--- config.mk ---
export PLATFORM = sky130hd
export DESIGN_NAME = pmc_bank
export DESIGN_NICKNAME = d
export VERILOG_FILES = /design/src/rtl/pmc_pkg.sv /design/src/rtl/pmc_gp_counter.sv /design/src/rtl/pmc_fix_counter.sv /design/src/rtl/pmc_wrap_status.sv /design/src/rtl/pmc_bank.sv
export SDC_FILE = /design/constraint.sdc
export NUM_CORES = 1
export LEC_CHECK = 0
export CORE_MARGIN = 2
export CORE_UTILIZATION = 30
export CTS_CLUSTER_DIAMETER = 60
export DETAILED_ROUTE_END_ITERATION = 7
export DONT_BUFFER_PORTS = 1
export PLACE_DENSITY_LB_ADDON = 0.25
export SLEW_MARGIN = 20
export SYNTH_ARGS = -nofsm -noshare
export SYNTH_HDL_FRONTEND = slang
export SYNTH_SLANG_ARGS = --single-unit
--- constraint.sdc ---
create_clock -name clk -period 3.75 [get_ports clk]
set_input_delay 0 -clock clk [delete_from_list [all_inputs] [get_ports clk]]
set_output_delay 0 -clock clk [all_outputs]
set_load 0.02 [all_outputs]
--- src/rtl/pmc_pkg.sv ---
package pmc_pkg;

  typedef struct packed {
    logic [7:0] thr;
    logic       inv;
    logic       en;
    logic       rsv;
    logic       intr;
    logic       pin;
    logic       edg;
    logic       os;
    logic       usr;
    logic [7:0] umask;
    logic [7:0] code;
  } evsel_t;

  localparam int STS_W    = 64;
  localparam int FIX_BASE = 32;

  // privilege qualification: user mode needs usr_en, supervisor needs os_en
  function automatic logic priv_ok(input logic user, input logic usr_en, input logic os_en);
    return user ? usr_en : os_en;
  endfunction

  // threshold comparison, flipped by invert
  function automatic logic thr_hit(input logic [7:0] evt, input logic [7:0] thr, input logic inv);
    return inv ? (evt < thr) : (evt >= thr);
  endfunction

  // per-cycle increment of a general-purpose counter
  function automatic logic [7:0] gp_step(input logic [7:0] evt, input logic [7:0] thr,
                                         input logic edg, input logic hit, input logic hit_prev);
    if (thr == 8'd0) return evt;
    if (edg) return {7'd0, hit & ~hit_prev};
    return {7'd0, hit};
  endfunction

endpackage

--- src/rtl/pmc_gp_counter.sv ---
module pmc_gp_counter
  import pmc_pkg::*;
#(
  parameter int CNT_W = 48,
  parameter int EVT_W = 4
) (
  input  logic             clk,
  input  logic             rst_n,
  input  logic             en_loc,
  input  logic             usr_en,
  input  logic             os_en,
  input  logic             edg,
  input  logic             inv,
  input  logic             intr,
  input  logic [7:0]       thr,
  input  logic             glb_en,
  input  logic             priv_user,
  input  logic [EVT_W-1:0] evt,
  input  logic             wr_cnt,
  input  logic [CNT_W-1:0] wr_val,
  output logic [CNT_W-1:0] cnt,
  output logic             wrap,
  output logic             irq_req
);

  logic [CNT_W-1:0] cnt_q;
  logic             hit_q;
  logic [7:0]       evt8;
  logic             hit;
  logic [7:0]       incr;
  logic             active;
  logic [CNT_W:0]   sum;

  assign evt8    = 8'(evt);
  assign hit     = thr_hit(evt8, thr, inv);
  assign incr    = gp_step(evt8, thr, edg, hit, hit_q);
  assign active  = en_loc & glb_en & priv_ok(priv_user, usr_en, os_en);
  assign sum     = {1'b0, cnt_q} + (CNT_W+1)'(incr);
  assign wrap    = active & sum[CNT_W] & ~wr_cnt;
  assign irq_req = wrap & intr;
  assign cnt     = cnt_q;

  always_ff @(posedge clk or negedge rst_n) begin
    if (!rst_n) begin
      cnt_q <= '0;
      hit_q <= 1'b0;
    end else begin
      hit_q <= hit;
      if (wr_cnt)      cnt_q <= wr_val;
      else if (active) cnt_q <= sum[CNT_W-1:0];
    end
  end

  AST_GP_FROZEN: assert property (@(posedge clk) disable iff (!rst_n)
    (!active && !wr_cnt) |=> $stable(cnt_q));

  AST_GP_WRAP_LOW: assert property (@(posedge clk) disable iff (!rst_n)
    wrap |=> (cnt_q < CNT_W'(256)));

  AST_GP_EDGE_ONE: assert property (@(posedge clk) disable iff (!rst_n)
    (active && edg && thr != 8'd0 && !wr_cnt) |=> ((cnt_q - $past(cnt_q)) <= CNT_W'(1)));

endmodule

--- src/rtl/pmc_fix_counter.sv ---
module pmc_fix_counter
  import pmc_pkg::*;
#(
  parameter int CNT_W = 48,
  parameter int EVT_W = 4
) (
  input  logic             clk,
  input  logic             rst_n,
  input  logic             usr_en,
  input  logic             os_en,
  input  logic             intr,
  input  logic             glb_en,
  input  logic             priv_user,
  input  logic [EVT_W-1:0] evt,
  input  logic             wr_cnt,
  input  logic [CNT_W-1:0] wr_val,
  output logic [CNT_W-1:0] cnt,
  output logic             wrap,
  output logic             irq_req
);

  logic [CNT_W-1:0] cnt_q;
  logic             active;
  logic [CNT_W:0]   sum;

  assign active  = glb_en & priv_ok(priv_user, usr_en, os_en);
  assign sum     = {1'b0, cnt_q} + (CNT_W+1)'(evt);
  assign wrap    = active & sum[CNT_W] & ~wr_cnt;
  assign irq_req = wrap & intr;
  assign cnt     = cnt_q;

  always_ff @(posedge clk or negedge rst_n) begin
    if (!rst_n)      cnt_q <= '0;
    else if (wr_cnt) cnt_q <= wr_val;
    else if (active) cnt_q <= sum[CNT_W-1:0];
  end

  AST_FIX_FIELD_OFF: assert property (@(posedge clk) disable iff (!rst_n)
    (!usr_en && !os_en && !wr_cnt) |=> $stable(cnt_q));

  AST_FIX_GLB_OFF: assert property (@(posedge clk) disable iff (!rst_n)
    (!glb_en && !wr_cnt) |=> $stable(cnt_q));

endmodule

--- src/rtl/pmc_wrap_status.sv ---
module pmc_wrap_status
  import pmc_pkg::*;
#(
  parameter int W = STS_W
) (
  input  logic         clk,
  input  logic         rst_n,
  input  logic [W-1:0] wrap_vec,
  input  logic [W-1:0] int_vec,
  input  logic         clr_we,
  input  logic [W-1:0] clr_mask,
  output logic [W-1:0] status,
  output logic         irq
);

  logic [W-1:0] status_q;
  logic         irq_q;
  logic [W-1:0] clr_eff;

  assign clr_eff = clr_we ? clr_mask : '0;
  assign status  = status_q;
  assign irq     = irq_q;

  always_ff @(posedge clk or negedge rst_n) begin
    if (!rst_n) begin
      status_q <= '0;
      irq_q    <= 1'b0;
    end else begin
      status_q <= (status_q & ~clr_eff) | wrap_vec;
      irq_q    <= |int_vec;
    end
  end

  AST_STS_SET: assert property (@(posedge clk) disable iff (!rst_n)
    (|wrap_vec) |=> ((status_q & $past(wrap_vec)) == $past(wrap_vec)));

  AST_STS_W1C: assert property (@(posedge clk) disable iff (!rst_n)
    clr_we |=> ((status_q & $past(clr_mask & ~wrap_vec)) == '0));

  AST_STS_HOLD: assert property (@(posedge clk) disable iff (!rst_n)
    !clr_we |=> ((status_q & $past(status_q)) == $past(status_q)));

  AST_IRQ_WITH_STATUS: assert property (@(posedge clk) disable iff (!rst_n)
    irq_q |-> (status_q != '0));

endmodule

--- src/rtl/pmc_bank.sv ---
module pmc_bank
  import pmc_pkg::*;
#(
  parameter int NUM_GP  = 4,
  parameter int NUM_FIX = 3,
  parameter int CNT_W   = 48,
  parameter int EVT_W   = 4,
  parameter int ADDR_W  = 6
) (
  input  logic                     clk,
  input  logic                     rst_n,
  input  logic [NUM_GP*EVT_W-1:0]  gp_evt,
  input  logic [NUM_FIX*EVT_W-1:0] fix_evt,
  input  logic                     priv_user,
  input  logic                     reg_wr,
  input  logic [ADDR_W-1:0]        reg_addr,
  input  logic [63:0]              reg_wdata,
  output logic [63:0]              reg_rdata,
  output logic                     irq
);

  localparam int A_GP   = 'h00;
  localparam int A_SEL  = 'h10;
  localparam int A_FIX  = 'h20;
  localparam int A_FCTL = 'h30;
  localparam int A_GLB  = 'h31;
  localparam int A_STS  = 'h32;
  localparam int A_CLR  = 'h33;
  localparam int FCTL_W = 4 * NUM_FIX;
  localparam logic [STS_W-1:0] VALID =
    ((STS_W'(1) << NUM_GP) - STS_W'(1)) |
    (((STS_W'(1) << NUM_FIX) - STS_W'(1)) << FIX_BASE);

  evsel_t            sel_q  [NUM_GP];
  logic [FCTL_W-1:0] fctl_q;
  logic [STS_W-1:0]  glb_q;
  logic [CNT_W-1:0]  gp_cnt [NUM_GP];
  logic [CNT_W-1:0]  fix_cnt[NUM_FIX];
  logic [NUM_GP-1:0] gp_wrap, gp_irq;
  logic [NUM_FIX-1:0] fix_wrap, fix_irq;
  logic [STS_W-1:0]  wrap_vec, int_vec, status;
  logic              clr_we;

  always_ff @(posedge clk or negedge rst_n) begin
    if (!rst_n) begin
      fctl_q <= '0;
      glb_q  <= '0;
    end else if (reg_wr) begin
      if (reg_addr == ADDR_W'(A_FCTL)) fctl_q <= reg_wdata[FCTL_W-1:0];
      if (reg_addr == ADDR_W'(A_GLB))  glb_q  <= reg_wdata & VALID;
    end
  end

  assign clr_we = reg_wr && (reg_addr == ADDR_W'(A_CLR));

  for (genvar g = 0; g < NUM_GP; g++) begin : g_gp
    always_ff @(posedge clk or negedge rst_n) begin
      if (!rst_n) sel_q[g] <= '0;
      else if (reg_wr && reg_addr == ADDR_W'(A_SEL + g)) sel_q[g] <= evsel_t'(reg_wdata[31:0]);
    end

    pmc_gp_counter #(.CNT_W(CNT_W), .EVT_W(EVT_W)) i_cnt (
      .clk      (clk),
      .rst_n    (rst_n),
      .en_loc   (sel_q[g].en),
      .usr_en   (sel_q[g].usr),
      .os_en    (sel_q[g].os),
      .edg      (sel_q[g].edg),
      .inv      (sel_q[g].inv),
      .intr     (sel_q[g].intr),
      .thr      (sel_q[g].thr),
      .glb_en   (glb_q[g]),
      .priv_user(priv_user),
      .evt      (gp_evt[g*EVT_W +: EVT_W]),
      .wr_cnt   (reg_wr && reg_addr == ADDR_W'(A_GP + g)),
      .wr_val   (reg_wdata[CNT_W-1:0]),
      .cnt      (gp_cnt[g]),
      .wrap     (gp_wrap[g]),
      .irq_req  (gp_irq[g])
    );
  end

  for (genvar f = 0; f < NUM_FIX; f++) begin : g_fix
    pmc_fix_counter #(.CNT_W(CNT_W), .EVT_W(EVT_W)) i_cnt (
      .clk      (clk),
      .rst_n    (rst_n),
      .usr_en   (fctl_q[4*f+1]),
      .os_en    (fctl_q[4*f]),
      .intr     (fctl_q[4*f+3]),
      .glb_en   (glb_q[FIX_BASE+f]),
      .priv_user(priv_user),
      .evt      (fix_evt[f*EVT_W +: EVT_W]),
      .wr_cnt   (reg_wr && reg_addr == ADDR_W'(A_FIX + f)),
      .wr_val   (reg_wdata[CNT_W-1:0]),
      .cnt      (fix_cnt[f]),
      .wrap     (fix_wrap[f]),
      .irq_req  (fix_irq[f])
    );
  end

  always_comb begin
    wrap_vec = '0;
    int_vec  = '0;
    for (int i = 0; i < NUM_GP; i++) begin
      wrap_vec[i] = gp_wrap[i];
      int_vec[i]  = gp_irq[i];
    end
    for (int i = 0; i < NUM_FIX; i++) begin
      wrap_vec[FIX_BASE+i] = fix_wrap[i];
      int_vec[FIX_BASE+i]  = fix_irq[i];
    end
  end

  pmc_wrap_status #(.W(STS_W)) i_sts (
    .clk     (clk),
    .rst_n   (rst_n),
    .wrap_vec(wrap_vec),
    .int_vec (int_vec),
    .clr_we  (clr_we),
    .clr_mask(reg_wdata),
    .status  (status),
    .irq     (irq)
  );

  always_comb begin
    reg_rdata = '0;
    for (int i = 0; i < NUM_GP; i++) begin
      if (reg_addr == ADDR_W'(A_GP + i))  reg_rdata = 64'(gp_cnt[i]);
      if (reg_addr == ADDR_W'(A_SEL + i)) reg_rdata = 64'(sel_q[i]);
    end
    for (int i = 0; i < NUM_FIX; i++)
      if (reg_addr == ADDR_W'(A_FIX + i)) reg_rdata = 64'(fix_cnt[i]);
    if (reg_addr == ADDR_W'(A_FCTL)) reg_rdata = 64'(fctl_q);
    if (reg_addr == ADDR_W'(A_GLB))  reg_rdata = glb_q;
    if (reg_addr == ADDR_W'(A_STS))  reg_rdata = status;
  end

  AST_STATUS_IMPLEMENTED: assert property (@(posedge clk) disable iff (!rst_n)
    (status & ~VALID) == '0);

  AST_GP_WRAP_NEEDS_GLB: assert property (@(posedge clk) disable iff (!rst_n)
    (|(wrap_vec & ~glb_q)) == 1'b0);

endmodule

## Yosys cells after proc, flatten, opt, wreduce, memory -nomap -nowiden

Index checks and enable logic that the tools add are counted.

- Eq/ne operators: 14
- Reduce and logical (&&, ||, !) cells: 27
- Mux-type cells: 68
- Magnitude comparators: 8
- Bitwise logic cells: 50
- $add $sub $neg: 7

Operator list:

| kind | count |
|---|---|
| $mux 64 | 14 |
| $mux 48 | 15 |
| $add 48x8->49 | 4 |
| $add 48x4->49 | 3 |
| $mux 8 | 16 |
| $and 64x64->64 | 1 |
| $not 64->64 | 1 |
| $or 64x35->64 | 1 |
| $eq 6x6->1 const B | 7 |
| $and 1x1->1 | 36 |
| $ge 4x8->1 | 4 |
| $logic_not 8->1 | 4 |
| $lt 4x8->1 | 4 |
| $eq 6x5->1 const B | 4 |
| $mux 1 | 23 |
| $reduce_bool 2->1 | 7 |
| $eq 6x2->1 const B | 2 |
| $logic_and 1x1->1 | 12 |
| $not 1->1 | 11 |
| $reduce_or 7->1 | 1 |
| $eq 6x1->1 const B | 1 |
| $logic_not 6->1 | 1 |
| $reduce_and 2->1 | 2 |

- Register bits: 552
- Output and inout bits: 65
- Logic and storage cells: 233

## Logic depth before layout (Yosys ltp)

- Depth after elaboration: 15
- Depth in mapped cells: 18
- Gate-level depth less buffers: 17

## By module

From an unflattened synthesis, not the netlist that was laid out.

- Cell total of the unflattened synthesis: 3727
- Area, all modules: 34249.1 um2

By module, submodules not included:

| module | cells an instance | area each (um2) | instances |
|---|---|---|---|
| pmc_bank | 975 | 9868.2 | 1 |
| pmc_fix_counter | 354 | 3109.2 | 3 |
| pmc_gp_counter at g_gp[0].i_cnt ... | 354 | 3045.4 | 2 |
| pmc_gp_counter at g_gp[3].i_cnt | 383 | 3260.6 | 1 |
| pmc_gp_counter at g_gp[2].i_cnt | 378 | 3181.8 | 1 |
| pmc_wrap_status | 221 | 2519.9 | 1 |

## Worst setup path after synthesis

No wires, ideal clock.

- Path type: register -> register
- From: reg sel_q[122] in the netlist's numbering
- To: reg g_gp[0].i_cnt.cnt_q[22]
- Slack: 0.056 ns
- Required time: 3.617 ns
- Arrival: 3.561 ns
- Library setup time: 0.133 ns
- Clock period less this slack: 3.694 ns
- Cell stages (with the launch flop): 18
- Cell sequence: dfrtp_1 inv_1 ha_1 a21o_1 a21oi_1 a21oi_1 a311oi_1 a21oi_1 a21oi_1 ha_1 inv_1 fa_1 nor2b_1 o21a_1 o211ai_1 or4b_2 xnor2_1 o21ai_0

- Cells in the longest elaborated chain, start to end: 9
- Elaborated cells between the ends (all ways): 12

RTL lines:

| element | line | text |
|---|---|---|
| from (decl) | pmc_bank.sv:34 | `evsel_t sel_q [NUM_GP];` |
| from (signal, indexed assignment) | pmc_bank.sv:59 | `else if (reg_wr && reg_addr == ADDR_W'(A_SEL + g)) sel_q[g] <= evsel_t'(reg_wdata[31:0]);` |
| $ge 4x8->1 or $lt 4x8->1 (tied branches) | pmc_pkg.sv:27 | `return inv ? (evt < thr) : (evt >= thr);` |
| $mux 1 * | pmc_pkg.sv:27 |  |
| named net g_gp[0].i_cnt.hit | pmc_gp_counter.sv:29 | `logic hit;` |
| $and 1x1->1 | pmc_pkg.sv:34 | `if (edg) return {7'd0, hit & ~hit_prev};` |
| $mux 8 | pmc_pkg.sv:34 |  |
| $mux 8 * | pmc_pkg.sv:35 | `return {7'd0, hit};` |
| $mux 8 * | pmc_pkg.sv:34 |  |
| $add 48x8->49 * | pmc_gp_counter.sv:38 | `assign sum = {1'b0, cnt_q} + (CNT_W+1)'(incr);` |
| $mux 48 * | pmc_gp_counter.sv:50 | `else if (active) cnt_q <= sum[CNT_W-1:0];` |
| $mux 48 * | pmc_gp_counter.sv:49 | `if (wr_cnt) cnt_q <= wr_val;` |
| to (signal assigned) | pmc_gp_counter.sv:49 |  |
| to (signal assigned) | pmc_gp_counter.sv:50 |  |
| to (decl) | pmc_gp_counter.sv:26 | `logic [CNT_W-1:0] cnt_q;` |

The timed path passes the listed nets; every way through them passes the cells marked *. The select of a mux whose other input is x is not followed.
A chain may end at the register's enable or synchronous reset.

## Worst setup path in the final report

- From: reg sel_q[122] in the netlist's numbering
- To: reg g_gp[0].i_cnt.cnt_q[44]

The elaborated chain is that of the path after synthesis.

==> impl_metrics.xml <==
<?xml version="1.0" encoding="UTF-8"?>
<metrics>
  <group name="cts">
    <metric name="cts_max_path_buffers" unit="">3</metric>
    <metric name="clkSlewWorstSetupHoldPaths" unit="ns">0.06</metric>
    <metric name="cts_num_sinks" unit="">552</metric>
    <metric name="post_cts_hold_buffer_count" unit="">118</metric>
    <metric name="clk-insertion-delay-late" unit="ns">0.63</metric>
    <metric name="cts_tree" unit="">yes</metric>
    <metric name="ctsHtreeMaxLevel" unit="">3</metric>
    <metric name="cts-buffers-inserted" unit="">66</metric>
    <metric name="clock_root_buffer_master" unit="">clkbuf_16</metric>
  </group>
  <group name="sta">
    <metric name="final.min_clock_period" unit="ns">3.68</metric>
    <metric name="rsz0062_at_grt" unit="">true</metric>
    <metric name="report.final.setup_viol" unit="">0</metric>
    <metric name="worst_slew_pin_slew" unit="ns">1.81</metric>
    <metric name="maxClockFrequency" unit="GHz">0.272</metric>
    <metric name="maxSlewHeadroom" unit="%">-20.6</metric>
    <metric name="timing.final.max_slew_violations" unit="">128</metric>
    <metric name="finalClockSkew" unit="ns">0.0317</metric>
    <metric name="holdWs" unit="ns">-0.870</metric>
    <metric name="finalCritPeriodShare" unit="%">98.0</metric>
    <metric name="total_negative_setup_slack" unit="ns">0</metric>
    <metric name="finalHoldViolCount" unit="">552</metric>
    <metric name="worst_slack" unit="ns">0.0738</metric>
  </group>
  <group name="detailed_routing">
    <metric name="drt_pass1_iterations" unit="">8</metric>
    <metric name="final_antenna_net_count" unit="">0</metric>
    <metric name="drt-initial-drc-count" unit="">3320</metric>
    <metric name="post-route-drc-count" unit="">15</metric>
    <metric name="routed_wirelength" unit="µm">134000</metric>
    <metric name="routed-via-count" unit="">29000</metric>
    <metric name="viasPerCell" unit="">5.69</metric>
    <metric name="average_detailed_routed_wire_length_per_instance" unit="µm">26.3</metric>
  </group>
  <group name="yosys">
    <metric name="netlist.top_cell.by_area" unit="">dfrtp_1</metric>
    <metric name="synth.net_count" unit="">3657</metric>
    <metric name="yosysUniqueCellTypes" unit="">70</metric>
    <metric name="synth.yosys.warnings" unit="">0</metric>
    <metric name="largest_family_of_logic_cells_by_synthesized_area" unit="">simple AND/OR/NAND/NOR gates</metric>
    <metric name="postSynthAreaPerCell" unit="µm²">9.08</metric>
    <metric name="most_used_dff_post_synth" unit="">dfrtp_1</metric>
    <metric name="synth_edf_count" unit="">0</metric>
    <metric name="synth_area_leaders" unit="">dfrtp_1 (43%), xnor2_1 (7.1%), mux2_2 (5.4%), a21oi_1 (4.8%), nor2_1 (4.6%)</metric>
    <metric name="synthSimpleGateAreaFrac" unit="%">18.8</metric>
    <metric name="yosys.area_share.adder" unit="%">2.17</metric>
    <metric name="yosysSeqAreaShare" unit="%">43.4</metric>
    <metric name="synth_compound_gate_area_share" unit="%">16.8</metric>
    <metric name="syn-cell-area" unit="µm²">31800</metric>
    <metric name="synth-seq-cells" unit="">552</metric>
    <metric name="synth_xor_xnor_area_share" unit="%">8.37</metric>
    <metric name="synth-async-reset-ratio" unit="%">100</metric>
    <metric name="netlist.area_leader.share" unit="%">43.4</metric>
    <metric name="syn_inst" unit="">3504</metric>
    <metric name="muxShareOfSynthArea" unit="%">5.99</metric>
  </group>
  <group name="critical_path">
    <metric name="capturing_element_type_of_the_critical_path" unit="">register</metric>
    <metric name="timing.critical_path.fanout_max" unit="">5</metric>
    <metric name="crit_arrival" unit="ns">4.17</metric>
    <metric name="cp-start-kind" unit="">register</metric>
    <metric name="crit_type" unit="">register to register</metric>
    <metric name="crit_required" unit="ns">4.24</metric>
  </group>
  <group name="finish">
    <metric name="area_delta_synth_final" unit="%">20.2</metric>
    <metric name="final_cell_mix" unit="">dfrtp_1 (552), nor2_1 (378), a21oi_1 (296), nand2_1 (265), xnor2_1 (258)</metric>
    <metric name="final_layout_size_suffix_gt1_share" unit="%">15.5</metric>
    <metric name="layout.cells.most_common" unit="">dfrtp_1</metric>
    <metric name="total_nets_final" unit="">3793</metric>
    <metric name="final_core_area_utilization" unit="%">36.3</metric>
    <metric name="n_fill_cell" unit="">10600</metric>
    <metric name="stdcell_area" unit="µm²">38200</metric>
  </group>
  <group name="grt">
    <metric name="first_global_vias" unit="">27400</metric>
    <metric name="grt_use_total" unit="%">24.2</metric>
    <metric name="number_of_antenna_violations_at_the_first_check_in_global_routing" unit="">29</metric>
    <metric name="grt-ovfl-total" unit="">0</metric>
    <metric name="grt_pass1_wl" unit="µm">195000</metric>
    <metric name="grt_start_max_net_pins" unit="">553</metric>
  </group>
  <group name="placed_design">
    <metric name="pre_cts_slack" unit="ns">-0.109</metric>
    <metric name="placedInstanceArea" unit="µm²">34100</metric>
    <metric name="gp_routability_congestion" unit="">0.904</metric>
    <metric name="io_port_bufs" unit="">0</metric>
    <metric name="dp_hpwl" unit="µm">93500</metric>
  </group>
  <group name="floorplanning">
    <metric name="floorplan.io_pins" unit="">167</metric>
    <metric name="die-area" unit="µm²">109000</metric>
    <metric name="design.core.area" unit="µm²">105000</metric>
    <metric name="initial_core_util" unit="%">30.2</metric>
    <metric name="die_y" unit="µm">330</metric>
    <metric name="num_rows" unit="">119</metric>
    <metric name="dieWidth" unit="µm">330</metric>
  </group>
  <group name="pwr">
    <metric name="cellLeakagePower" unit="nW">15.6</metric>
    <metric name="power.ir.vdd_worst" unit="V">0.000323</metric>
    <metric name="power_density" unit="nW/µm²">473</metric>
  </group>
  <group name="flow_run">
    <metric name="max-cap-violations" unit="">0</metric>
  </group>
  <group name="hold_path">
    <metric name="holdCritPathClass" unit="">primary input to async pin</metric>
  </group>
  <group name="outcome">
    <metric name="outcome" unit="">finished with violations</metric>
    <metric name="failed_checks" unit="">DRC, hold timing, slew limit</metric>
  </group>
</metrics>
## synthesized netlist by cell type, types with 37 or more instances
cell,count
a21boi_0,57
a21oi_1,307
a221oi_1,37
a222oi_1,67
and3_1,69
clkbuf_1,203
dfrtp_1,552
ha_1,44
inv_1,116
mux2_2,153
nand2_1,269
nand3_1,121
nand4_1,77
nor2_1,387
nor3_1,110
nor4_1,79
o21ai_0,139
xnor2_1,258
xor2_1,46
## cells by family (layout without fill, tap and decap cells)
group	Yosys count	after routing
other	0	16
AOI/OAI and AO/OA	821	821
adders and majority gates	51	51
and+or+nand+nor	1238	1238
buffers and inverters	367	549
xor gates and xnor gates	304	304
DFF	552	552
muxes	171	171
## where the power goes
group,switching (mW),internal (mW)
combinational,1.57,1.58
sequential,1.27,6.88
clock,2.75,4.05
## routing by layer
metal  vias up  share of wire (%)  track usage [%]  wire [µm]
met5         -              0.063                0         84
li1      12900                  -                -          -
met3       257                9.1             5.62      12200
met2      1229                 44             36.5      58600
met1     14500                 44             34.1      58500
met4        12                3.6             7.86       4820
## worst paths after layout
kind,to,start,slack (ns),cells past startpoint
max,g_gp[0].i_cnt.cnt[44],sel_q[122],0.07,19
min,g_fix[2].i_cnt.cnt[46],rst_n,-0.87,0
max reg2reg,g_gp[0].i_cnt.cnt[44],sel_q[122],0.07,19
min reg2reg,sel_q[40],sel_q[40],0.48,2
max in group asynchronous,sel_q[86],rst_n,3.22,0
min in group clk,i_sts.status[60],reg_wdata[60],0.02,2
## state kept, by name (all words and copies together) (netlist names)
name and count:
glb_q 7, i_sts.status 64, g_fix.i_cnt.cnt 144, sel_q 128, fctl_q 12, i_sts.irq 1
g_gp.i_cnt.cnt 192, g_gp.i_cnt.hit_q 4
## worst max-delay path, cell delays in order (launching register included)
cell      delay (ns)
dfrtp_1         0.39
inv_2           0.07
ha_4            0.19
a21o_1          0.18
a21oi_2         0.16
a21oi_2         0.07
a311oi_2        0.24
a21oi_1         0.11
a21oi_1         0.13
ha_2            0.21
inv_2           0.04
fa_2            0.33
nor2b_1         0.12
o21a_1          0.15
o211ai_1        0.18
buf_4           0.25
nor4_4          0.21
buf_4           0.17
a21oi_2         0.05
o31a_1          0.27
## repair_timing
item | 4_1_cts | 5_1_grt
hold endpoints to repair | 1103 | 552
resized for setup | 21 | 83
buffers inserted | 11 | 7
pin swaps | 12 | 26
setup endpoints to repair | 31 | 98
cloned | 2 | 0
## final cells by class
cell class,count,area (µm²),area share [%]
diodes,16,40.0,0.105
clock buffers,96,1970,5.14
clock inverters,18,258,0.674
inverters,116,435,1.14
multi-input cells,2585,17200,44.9
flip-flops and latches,552,13800,36.1
well taps,1391,1740,4.55
repair buffers,319,2800,7.31
## per-stage QoR
step	cells	power (mW)	hold WS, ns
6_report	5093	18.1	-0.870
5_1_grt	5086	18.9	-0.911
4_1_cts	5070	18.0	-0.917
3_5_place_dp	4825	10.9	-0.248
3_3_place_gp	4825	10.8	-0.250
2_1_floorplan	3504	9.82	-0.296
(Power assumes the default switching activity.)
